## src/rtl/alu_pipe_pkg.sv

```systemverilog
`timescale 1ns/1ps
package alu_pipe_pkg;

    localparam int DATA_W      = 16;
    localparam int HALF_W      = DATA_W / 2;
    localparam int REG_N       = 8;
    localparam int IDX_W       = $clog2(REG_N);
    localparam int ARITH_DEPTH = 3;
    localparam int WB_LAT      = ARITH_DEPTH + 1;

    typedef logic [DATA_W-1:0] word_t;
    typedef logic [HALF_W-1:0] half_t;
    typedef logic [IDX_W-1:0]  ridx_t;

    typedef enum logic {OP_ADD = 1'b0, OP_MUL = 1'b1} op_e;
    typedef enum logic {SRC_TMP = 1'b0, SRC_CON = 1'b1} srcsel_e;

    typedef struct packed {
        srcsel_e sel;
        ridx_t   idx;
    } src_t;

    typedef struct packed {
        op_e   op;
        ridx_t dst;
        src_t  a;
        src_t  b;
    } instr_t;

    // operands captured at the end of the fetch clock
    typedef struct packed {
        logic  vld;
        op_e   op;
        ridx_t dst;
        word_t a;
        word_t b;
    } opnd_stage_t;

    // after arithmetic step 1: sum and two partial products
    typedef struct packed {
        logic  vld;
        op_e   op;
        ridx_t dst;
        word_t sum;
        word_t pp_lo;
        half_t pp_hi;
    } part_stage_t;

    // after arithmetic step 2: both candidate results
    typedef struct packed {
        logic  vld;
        op_e   op;
        ridx_t dst;
        word_t sum;
        word_t prod;
    } comb_stage_t;

    // after arithmetic step 3: final result, held through the store clock
    typedef struct packed {
        logic  vld;
        ridx_t dst;
        word_t res;
    } res_stage_t;

    localparam word_t CONST_STEP = word_t'({(DATA_W/8){8'h01}});

    function automatic word_t const_value(ridx_t k);
        word_t base;
        base = word_t'(k) + word_t'(1);
        return base * CONST_STEP;
    endfunction

    function automatic logic src_is_tmp(src_t s);
        return s.sel == SRC_TMP;
    endfunction

endpackage

```

## src/rtl/alu_pipe_regfile.sv

```systemverilog
`timescale 1ns/1ps
module alu_pipe_regfile
    import alu_pipe_pkg::*;
(
    input  logic  clk,
    input  logic  rst,
    input  logic  we,
    input  ridx_t waddr,
    input  word_t wdata,
    input  src_t  rd_a,
    input  src_t  rd_b,
    output word_t q_a,
    output word_t q_b
);

    word_t tmp_q [REG_N];
    word_t con_w [REG_N];

    generate
        for (genvar k = 0; k < REG_N; k++) begin : g_reg
            assign con_w[k] = const_value(ridx_t'(k));

            always_ff @(posedge clk) begin
                if (rst) begin
                    tmp_q[k] <= '0;
                end else if (we && waddr == ridx_t'(k)) begin
                    tmp_q[k] <= wdata;
                end
            end
        end
    endgenerate

    always_comb begin
        q_a = (rd_a.sel == SRC_CON) ? con_w[rd_a.idx] : tmp_q[rd_a.idx];
        q_b = (rd_b.sel == SRC_CON) ? con_w[rd_b.idx] : tmp_q[rd_b.idx];
    end

endmodule

```

## src/rtl/alu_pipe_scoreboard.sv

```systemverilog
`timescale 1ns/1ps
module alu_pipe_scoreboard
    import alu_pipe_pkg::*;
#(
    parameter bit BYPASS = 1'b1
) (
    input  logic             clk,
    input  logic             rst,
    input  instr_t           instr,
    input  logic             issue_fire,
    input  res_stage_t       wb,
    output logic             ready,
    output logic             fwd_a,
    output logic             fwd_b,
    output logic [REG_N-1:0] pending
);

    logic [REG_N-1:0] wb_hit;
    logic [REG_N-1:0] fwd_ok;
    logic             raw_a;
    logic             raw_b;
    logic             waw;

    generate
        for (genvar k = 0; k < REG_N; k++) begin : g_bit
            assign wb_hit[k] = wb.vld && (wb.dst == ridx_t'(k));

            always_ff @(posedge clk) begin
                if (rst) begin
                    pending[k] <= 1'b0;
                end else if (issue_fire && instr.dst == ridx_t'(k)) begin
                    pending[k] <= 1'b1;
                end else if (wb_hit[k]) begin
                    pending[k] <= 1'b0;
                end
            end
        end

        if (BYPASS) begin : g_bypass
            assign fwd_ok = wb_hit;
        end else begin : g_no_bypass
            assign fwd_ok = '0;
        end
    endgenerate

    always_comb begin
        raw_a = src_is_tmp(instr.a) && pending[instr.a.idx] && !fwd_ok[instr.a.idx];
        raw_b = src_is_tmp(instr.b) && pending[instr.b.idx] && !fwd_ok[instr.b.idx];
        waw   = pending[instr.dst] && !wb_hit[instr.dst];
        ready = !(raw_a || raw_b || waw);
        fwd_a = src_is_tmp(instr.a) && fwd_ok[instr.a.idx];
        fwd_b = src_is_tmp(instr.b) && fwd_ok[instr.b.idx];
    end

    AST_SET_ON_ISSUE: assert property (@(posedge clk) disable iff (rst)
        issue_fire |=> pending[$past(instr.dst)]);

    AST_CLEAR_ON_STORE: assert property (@(posedge clk) disable iff (rst)
        (wb.vld && !(issue_fire && instr.dst == wb.dst)) |=> !pending[$past(wb.dst)]);

endmodule

```

## src/rtl/alu_pipe_arith.sv

```systemverilog
`timescale 1ns/1ps
module alu_pipe_arith
    import alu_pipe_pkg::*;
(
    input  logic                                clk,
    input  logic                                rst,
    input  opnd_stage_t                         in_st,
    output res_stage_t                          res_q,
    output logic [ARITH_DEPTH-1:0]              fl_vld,
    output logic [ARITH_DEPTH-1:0][IDX_W-1:0]   fl_dst
);

    opnd_stage_t s1_q;
    part_stage_t s2_d, s2_q;
    comb_stage_t s3_d, s3_q;
    res_stage_t  s4_d;

    // step 1: sum, and the two partial products of the low 16 bits
    always_comb begin
        s2_d.vld   = s1_q.vld;
        s2_d.op    = s1_q.op;
        s2_d.dst   = s1_q.dst;
        s2_d.sum   = s1_q.a + s1_q.b;
        s2_d.pp_lo = s1_q.a * {{HALF_W{1'b0}}, s1_q.b[HALF_W-1:0]};
        s2_d.pp_hi = s1_q.a[HALF_W-1:0] * s1_q.b[DATA_W-1:HALF_W];
    end

    // step 2: combine partial products
    always_comb begin
        s3_d.vld  = s2_q.vld;
        s3_d.op   = s2_q.op;
        s3_d.dst  = s2_q.dst;
        s3_d.sum  = s2_q.sum;
        s3_d.prod = s2_q.pp_lo + {s2_q.pp_hi, {HALF_W{1'b0}}};
    end

    // step 3: pick the result of the requested operation
    always_comb begin
        s4_d.vld = s3_q.vld;
        s4_d.dst = s3_q.dst;
        s4_d.res = (s3_q.op == OP_MUL) ? s3_q.prod : s3_q.sum;
    end

    always_ff @(posedge clk) begin
        if (rst) begin
            s1_q  <= '0;
            s2_q  <= '0;
            s3_q  <= '0;
            res_q <= '0;
        end else begin
            s1_q  <= in_st;
            s2_q  <= s2_d;
            s3_q  <= s3_d;
            res_q <= s4_d;
        end
    end

    always_comb begin
        fl_vld    = {s3_q.vld, s2_q.vld, s1_q.vld};
        fl_dst[0] = s1_q.dst;
        fl_dst[1] = s2_q.dst;
        fl_dst[2] = s3_q.dst;
    end

endmodule

```

## src/rtl/alu_pipe.sv

```systemverilog
`timescale 1ns/1ps
module alu_pipe
    import alu_pipe_pkg::*;
#(
    parameter bit BYPASS = 1'b1
) (
    input  logic              clk,
    input  logic              rst,
    input  logic              in_valid,
    output logic              in_ready,
    input  logic              in_op,
    input  logic [IDX_W-1:0]  in_dst,
    input  logic              in_a_sel,
    input  logic [IDX_W-1:0]  in_a_idx,
    input  logic              in_b_sel,
    input  logic [IDX_W-1:0]  in_b_idx,
    output logic              wb_valid,
    output logic [IDX_W-1:0]  wb_dst,
    output logic [DATA_W-1:0] wb_data
);

    instr_t                            cur;
    logic                              issue_fire;
    logic                              fwd_a, fwd_b;
    logic [REG_N-1:0]                  pending;
    word_t                             rf_a, rf_b;
    opnd_stage_t                       fetch_st;
    res_stage_t                        res_q;
    logic [ARITH_DEPTH-1:0]            fl_vld;
    logic [ARITH_DEPTH-1:0][IDX_W-1:0] fl_dst;

    always_comb begin
        cur.op    = op_e'(in_op);
        cur.dst   = in_dst;
        cur.a.sel = srcsel_e'(in_a_sel);
        cur.a.idx = in_a_idx;
        cur.b.sel = srcsel_e'(in_b_sel);
        cur.b.idx = in_b_idx;
    end

    assign issue_fire = in_valid && in_ready;

    alu_pipe_scoreboard #(.BYPASS(BYPASS)) sb_i (
        .clk        (clk),
        .rst        (rst),
        .instr      (cur),
        .issue_fire (issue_fire),
        .wb         (res_q),
        .ready      (in_ready),
        .fwd_a      (fwd_a),
        .fwd_b      (fwd_b),
        .pending    (pending)
    );

    alu_pipe_regfile rf_i (
        .clk   (clk),
        .rst   (rst),
        .we    (res_q.vld),
        .waddr (res_q.dst),
        .wdata (res_q.res),
        .rd_a  (cur.a),
        .rd_b  (cur.b),
        .q_a   (rf_a),
        .q_b   (rf_b)
    );

    // operand fetch: register file, or the final arithmetic result
    always_comb begin
        fetch_st.vld = issue_fire;
        fetch_st.op  = cur.op;
        fetch_st.dst = cur.dst;
        fetch_st.a   = fwd_a ? res_q.res : rf_a;
        fetch_st.b   = fwd_b ? res_q.res : rf_b;
    end

    alu_pipe_arith arith_i (
        .clk    (clk),
        .rst    (rst),
        .in_st  (fetch_st),
        .res_q  (res_q),
        .fl_vld (fl_vld),
        .fl_dst (fl_dst)
    );

    assign wb_valid = res_q.vld;
    assign wb_dst   = res_q.dst;
    assign wb_data  = res_q.res;

    // checking helpers: is any older writer of a source still unfinished?
    logic             stale_a, stale_b;
    logic [REG_N-1:0] tracked;

    always_comb begin
        stale_a = 1'b0;
        stale_b = 1'b0;
        for (int k = 0; k < ARITH_DEPTH; k++) begin
            if (fl_vld[k] && fl_dst[k] == cur.a.idx) stale_a = 1'b1;
            if (fl_vld[k] && fl_dst[k] == cur.b.idx) stale_b = 1'b1;
        end
        if (!BYPASS && res_q.vld && res_q.dst == cur.a.idx) stale_a = 1'b1;
        if (!BYPASS && res_q.vld && res_q.dst == cur.b.idx) stale_b = 1'b1;
        if (cur.a.sel == SRC_CON) stale_a = 1'b0;
        if (cur.b.sel == SRC_CON) stale_b = 1'b0;
    end

    always_comb begin
        for (int r = 0; r < REG_N; r++) begin
            tracked[r] = res_q.vld && res_q.dst == ridx_t'(r);
            for (int k = 0; k < ARITH_DEPTH; k++) begin
                if (fl_vld[k] && fl_dst[k] == ridx_t'(r)) tracked[r] = 1'b1;
            end
        end
    end

    AST_NO_STALE_READ: assert property (@(posedge clk) disable iff (rst)
        issue_fire |-> !(stale_a || stale_b));

    AST_WB_LATENCY: assert property (@(posedge clk) disable iff (rst)
        wb_valid |-> ($past(issue_fire, WB_LAT) && $past(in_dst, WB_LAT) == wb_dst));

    AST_PENDING_TRACKED: assert property (@(posedge clk) disable iff (rst)
        (pending & ~tracked) == '0);

endmodule

```

## config.mk

```make
export PLATFORM = sky130hd
export DESIGN_NAME = alu_pipe
export DESIGN_NICKNAME = d
export VERILOG_FILES = /design/src/rtl/alu_pipe_pkg.sv /design/src/rtl/alu_pipe_regfile.sv /design/src/rtl/alu_pipe_scoreboard.sv /design/src/rtl/alu_pipe_arith.sv /design/src/rtl/alu_pipe.sv
export SDC_FILE = /design/constraint.sdc
export NUM_CORES = 1
export LEC_CHECK = 0
export ABC_CLOCK_PERIOD_IN_PS = 4800
export BUFFER_PORTS_ARGS = -buffer_cell sky130_fd_sc_hd__buf_2
export CAP_MARGIN = 20
export CORE_ASPECT_RATIO = 0.7
export CORE_UTILIZATION = 55
export CTS_CLUSTER_DIAMETER = 50
export DETAILED_ROUTE_END_ITERATION = 16
export PLACE_DENSITY = 0.71
export SLEW_MARGIN = 10
export SYNTH_ARGS = -nofsm -noshare
export SYNTH_HDL_FRONTEND = slang
export SYNTH_SLANG_ARGS = --single-unit
```

## constraint.sdc

```tcl
create_clock -name clk -period 4.8 [get_ports clk]
set_input_delay 0.96 -clock clk [delete_from_list [all_inputs] [get_ports clk]]
set_output_delay 0.96 -clock clk [all_outputs]
set_load 0.01 [all_outputs]
```

* After elaboration in Yosys (flattened, before gate mapping) *
Memories as Yosys holds them, arrays and structs flattened.
Index checks and enable logic that the tools add are counted.

storage, ports and cells
  word-level logic and storage cells = 176
  memory bits (writable) = 128
  memories kept = 3
  bits in registers = 147
  bits in read-only memories = 256

memory list
  memory           depth  width  rd ports  clocked after Yosys merged registers in  write ports  line                    text
  (no name shown)  8      16     1         0                                        0            alu_pipe_regfile.sv:34  q_a = (rd_a.sel == SRC_CON) ? con_w[rd_a.idx] : tmp_q[rd_a.idx];
  (no name shown)  8      16     1         0                                        0            alu_pipe_regfile.sv:35  q_b = (rd_b.sel == SRC_CON) ? con_w[rd_b.idx] : tmp_q[rd_b.idx];
  rf_i.tmp_q       8      16     2         0                                        8            alu_pipe_regfile.sv:16  word_t tmp_q [REG_N];

cells by class
  muxes and demuxes = 71
  reduce and logical (&&, ||, !) cells = 40
  multipliers = 2
  magnitude comparators = 5
  add/subtract/negate cells = 2
  equality and inequality tests = 14
  bitwise gates (word level) = 12

operators by type and width
  cell                number
  $mux 16             17
  $mux 1              48
  $add 16x16->16      2
  $eq 3x3->1 const B  8
  $logic_and 1x1->1   24
  $bmux 1 s3          6
  $mul 16x8->16       1
  $reduce_bool 2->1   8
  $eq 3x2->1 const B  4
  $lt 3x4->1 const B  3
  $ge 4x4->1 const B  2
  $mul 8x8->8         1
  $not 3->4           2
  $or 1x1->1          8
  $eq 3x1->1 const B  2
  $logic_not 3->1     2
  $logic_not 1->1     4
  $logic_or 1x1->1    2
  $not 1->1           2

* Logic depth before layout (Yosys ltp) *
  depth in word-level cells = 12
  gate-level depth with buffers = 17
  mapped depth without buffers = 16

* Cells and area by module *
A second synthesis with hierarchy kept.

second synthesis, totals
  cell total of the unflattened synthesis = 1489
  area total of the unflattened synthesis = 16816.1 um^2

modules (own cells, without submodules)
  module               area each (um^2)  cells an instance  times used
  alu_pipe_arith       8436.8            881                1
  alu_pipe_regfile     7158.1            492                1
  alu_pipe_scoreboard  716.9             79                 1
  alu_pipe             504.2             37                 1

* Worst setup path after synthesis *
Ideal clock, no wire load.

  path type = register -> register
  from = register arith_i.s1_q[2] in the netlist's numbering
  to = register arith_i.s2_q[23] in the netlist's numbering
  slack = 0.774 ns
  buffers on the path = 1
  arrival = 3.898 ns
  cell stages (with the launch flop) = 17
  required time = 4.672 ns
  cells stage by stage = dfxtp_1 clkbuf_1 nand2_1 fa_1 fa_1 inv_1 fa_1 inv_1 fa_1 inv_1 ha_1 and2_1 o21ai_0 nand3_1 a31oi_1 xnor2_1 nor2_1

between the ends
  longest elaborated chain between the ends = 1

RTL lines
  element                   line                  text
  start: declaration        alu_pipe_arith.sv:13  opnd_stage_t s1_q;
  start signal: assignment  alu_pipe_arith.sv:51  s1_q <= in_st;
  $mul 16x8->16             alu_pipe_arith.sv:24  s2_d.pp_lo = s1_q.a * {{HALF_W{1'b0}}, s1_q.b[HALF_W-1:0]};
  end signal: assignment    alu_pipe_arith.sv:47  s2_q <= '0;
  end signal: assignment    alu_pipe_arith.sv:52  s2_q <= s2_d;
  end: declaration          alu_pipe_arith.sv:14  part_stage_t s2_d, s2_q;

No other way between the ends.
A chain may end at the register's enable or synchronous reset.

* Worst setup path after layout *
  from = register arith_i.s1_q[17] in the netlist's numbering
  to = register arith_i.s2_q[20] in the netlist's numbering

Same word-level chain as after synthesis.

==> reports/summary.txt <==
================================================================================
Die extent in x ...................................................       206 um
HPWL after detailed placement .....................................     27100 um
Fraction of final layout cells with drive strength greater than 1 .        12.9%
Start of the worst register-to-register path ...................... arith_i.s1_q[17]
Cell with the largest stage delay on the worst path ...............      dfxtp_1
# clock sinks .....................................................          275
Number of enable-type register cells in the synthesized netlist ...          128
Clk Tree Root Cell ................................................    clkbuf_16
Die outline area ..................................................  30000 sq um
Boundary Pins .....................................................           36
Buffers & Inverters on Critical Path ..............................            3
Actual transition at the worst max-transition pin .................     0.988 ns
Status ............................................................ finished, violations left
Maximum level of the CTS H-tree ...................................            1
CTS tree ..........................................................        built
Critical path class ...............................................   reg -> reg
Count of max-cap constraint violations ............................            0
Number of antenna violations at the first check in global routing .            2
Final core utilization ............................................        62.6%
Largest driver fanout on the critical path ........................           16
Worst ir drop on vdd ..............................................     0.263 mV
Violations in the final reports ...................................          DRC
Vias ..............................................................        10600
Total CTS buffers .................................................           31
Leading cell type in the layout, fill and taps excluded ...........       and2_1
Routed wire length per instance ...................................      21.2 um
Clk buf depth .....................................................            3
First-pass GRT wire length ........................................     60200 um
Total power density per cell area .................................  318 nW/um^2
Leading cell types by total area after synthesis .................. edfxtp_1 (24%), dfxtp_1 (18%), mux4_2 (9.5%)
Post-synthesis average cell area ..................................   11.4 sq um
Proportion of synthesized chip area in sequential cells ...........        42.2%
Final WL ..........................................................     38800 um
WP depth ..........................................................           14
Count of filler cells inserted in the layout ......................         2251
Vert. Die Dim .....................................................       145 um
Routability congestion estimate ...................................        0.881
Worst path max stage delay ........................................      0.72 ns
Element type at the critical path start ...........................         flop
Post-CTS Setup Inserts ............................................            0
Final #Nets .......................................................         1587
Cell chain of the critical path ................................... nand2_1 > fa_1 > fa_1 > inv_1 > fa_1 > inv_1 > fa_1 > inv_1 > ha_1 > o21ai_0 > o31ai_1 > o22ai_1 > xor2_1 > nor2_1
Maximum achievable frequency ......................................      220 MHz
Headroom to the max-slew limit ....................................        34.1%
First-iteration detailed-routing DRC count ........................         1096
Clock slew at reported path FFs ...................................      0.07 ns
Setup tns final ...................................................         0 ns
Signal arrival time at the worst endpoint .........................      4.96 ns
Std cell rows .....................................................           51
Starting Density ..................................................        56.9%
Capture point of the worst reg-to-reg path ........................ arith_i.s2_q[20]
Crit end category .................................................         flop
Ys Warns ..........................................................            0
Antenna diode count ...............................................            0
Largest net degree at the start of global routing .................           74
Growth of design area from synthesis to finish ....................        9.90%
Unique cell type count in the Yosys netlist .......................           58
Leakage power total ...............................................      7.49 nW
Total standard cell area after synthesis ..........................  16100 sq um
Remaining routing DRC violations ..................................            1
Number of gates given a new drive strength after cts ..............            0
Critical Path Start ............................................... arith_i.s1_q[17]
Commonest cells after routing, fill and taps aside ................ and2_1 (220), dfxtp_1 (147), edfxtp_1 (128)
Synth async-reset ratio ...........................................           0%
Synth top area share ..............................................        23.9%
Clock latency on the worst-skew pair ..............................      0.58 ns
Final Critical Period .............................................      4.54 ns
Total count of max-transition violations in the final report ......            0
Worst-case register-to-register setup slack .......................      0.26 ns
Worst min-delay path category .....................................   reg -> reg
Post-cts hold buffer count ........................................            0
Setup violations, final ...........................................            0
Family with the most delay on the worst path ......................  adder cells
Worst R2R Path Depth ..............................................           14
CP required .......................................................      5.23 ns
Number of hold violations in the final report .....................            0
Register bit count reported by yosys ..............................          275
Critical Path Sink ................................................ arith_i.s2_q[20]
Number of port buffers ............................................           35
Skew final ........................................................    0.0113 ns
Vias per cell .....................................................         5.80
Setup repair after global routing missed its margin ...............           no
Core Area .........................................................  28300 sq um
Aggregate global routing overflow .................................            0
Router iterations before antenna repair ...........................           11
Post-Synthesis Net Count ..........................................         1572
Ys flop type ......................................................      dfxtp_1
Share of the cycle needed by the critical path after routing ......        94.5%
Post-detailed-route count of antenna-violating nets ...............            0
Vias in the first global route ....................................        10500
Number of cells produced by synthesis .............................         1417
Most area-hungry cell type in the Yosys netlist ...................     edfxtp_1
Most common cell on crit path .....................................         fa_1
GRT Overall Usage .................................................        26.7%
================================================================================
==> cell usage after synthesis, types with 10 or more instances <==
master / n
nor2_1: 100
mux2i_1: 50
edfxtp_1: 128
xnor2_1: 33
fa_1: 74
nor2b_1: 66
buf_2: 15
inv_1: 112
a21oi_1: 35
clkbuf_1: 43
xor2_1: 16
buf_1: 13
ha_1: 66
mux4_2: 68
nand2b_1: 10
and2_1: 220
nor3_1: 26
dfxtp_1: 147
nand2_1: 48
a211oi_1: 27
o21ai_0: 16
==> per-layer routing <==
layer / share of wire, % / wire, um / up-vias / GRT usage (%)
met1: 46 / 18000 / 5215 / 41.0
met5: 0.021 / 8 / - / 0
li1: - / - / 4913 / -
met4: 2.3 / 891 / 2 / 6.07
met3: 8.7 / 3390 / 66 / 5.88
met2: 43 / 16500 / 412 / 38.2
==> registers in the layout, summed over array words and instances, names as in the netlist <==
| register | count |
|---|---|
| sb_i.pending | 8 |
| arith_i.s2_q | 41 |
| arith_i.fl_dst | 9 |
| arith_i.s3_q | 33 |
| arith_i.s1_q | 33 |
| rf_i.tmp_q | 128 |
| arith_i.res_q | 20 |
| arith_i.fl_vld | 3 |
==> metrics by stage <==
step | total power [mW] | setup WS [ns] | instance area, sq um | instances | hold WS, ns
after global routing | 5.82 | 0.0190 | 17700 | 1828 | 0.449
after floorplan | 3.05 | 0.774 | 16100 | 1417 | 0.414
after detailed placement | 3.23 | 0.300 | 16600 | 1769 | 0.422
final | 5.62 | 0.263 | 17700 | 1828 | 0.435
after global placement | 3.21 | 0.467 | 16600 | 1769 | 0.416
after CTS | 5.65 | 0.281 | 17700 | 1827 | 0.439
==> worst reg2reg max path, cell delays in order (launching register included) <==
cell,delay (ns)
dfxtp_1,0.72
nand2_1,0.18
fa_1,0.51
fa_1,0.50
inv_1,0.06
fa_1,0.48
inv_1,0.05
fa_1,0.47
inv_1,0.04
ha_1,0.34
o21ai_0,0.16
o31ai_1,0.48
o22ai_1,0.18
xor2_1,0.16
nor2_1,0.06
==> worst min-delay path by stage <==
stage / startpoint / to / cells after the start
finish: arith_i.fl_dst[3] / arith_i.fl_dst[6] / 1
global route: arith_i.fl_dst[3] / arith_i.fl_dst[6] / 1
CTS: arith_i.s2_q[36] / arith_i.s3_q[28] / 1
detailed placement: arith_i.s2_q[33] / arith_i.s3_q[25] / 1
global placement: arith_i.s1_q[35] / arith_i.s2_q[43] / 1
floorplan: arith_i.fl_dst[0] / arith_i.fl_dst[3] / 1
==> final cells by class <==
| cell class | count | area (sq um) | share of cell area, % |
|---|---|---|---|
| flip-flops and latches | 275 | 6790 | 38.4 |
| inverters | 112 | 420 | 2.38 |
| clock inverters | 18 | 175 | 0.990 |
| clock buffers | 40 | 903 | 5.11 |
| multi-input cells | 957 | 8600 | 48.6 |
| repair buffers | 55 | 335 | 1.90 |
| well taps | 371 | 464 | 2.62 |
==> cells by family (layout without fill, tap and decap cells) <==
group / after synthesis / after routing / share of synthesized area (%)
and+or+nand+nor: 503 / 503 / 17.2
adders and majority gates: 140 / 140 / 14.3
xor gates and xnor gates: 50 / 50 / 2.81
DFF: 275 / 275 / 42.2
muxes: 120 / 120 / 12.8
AOI/OAI and AO/OA: 144 / 144 / 6.27
buffers and inverters: 185 / 225 / 4.48
==> where the power goes <==
part	internal [mW]	total, mW	switching, mW
clock network	1.41	2.44	1.03
registers	2.55	2.65	0.0969
logic	0.235	0.536	0.301
Note: power is estimated with default switching activity, not from simulation.
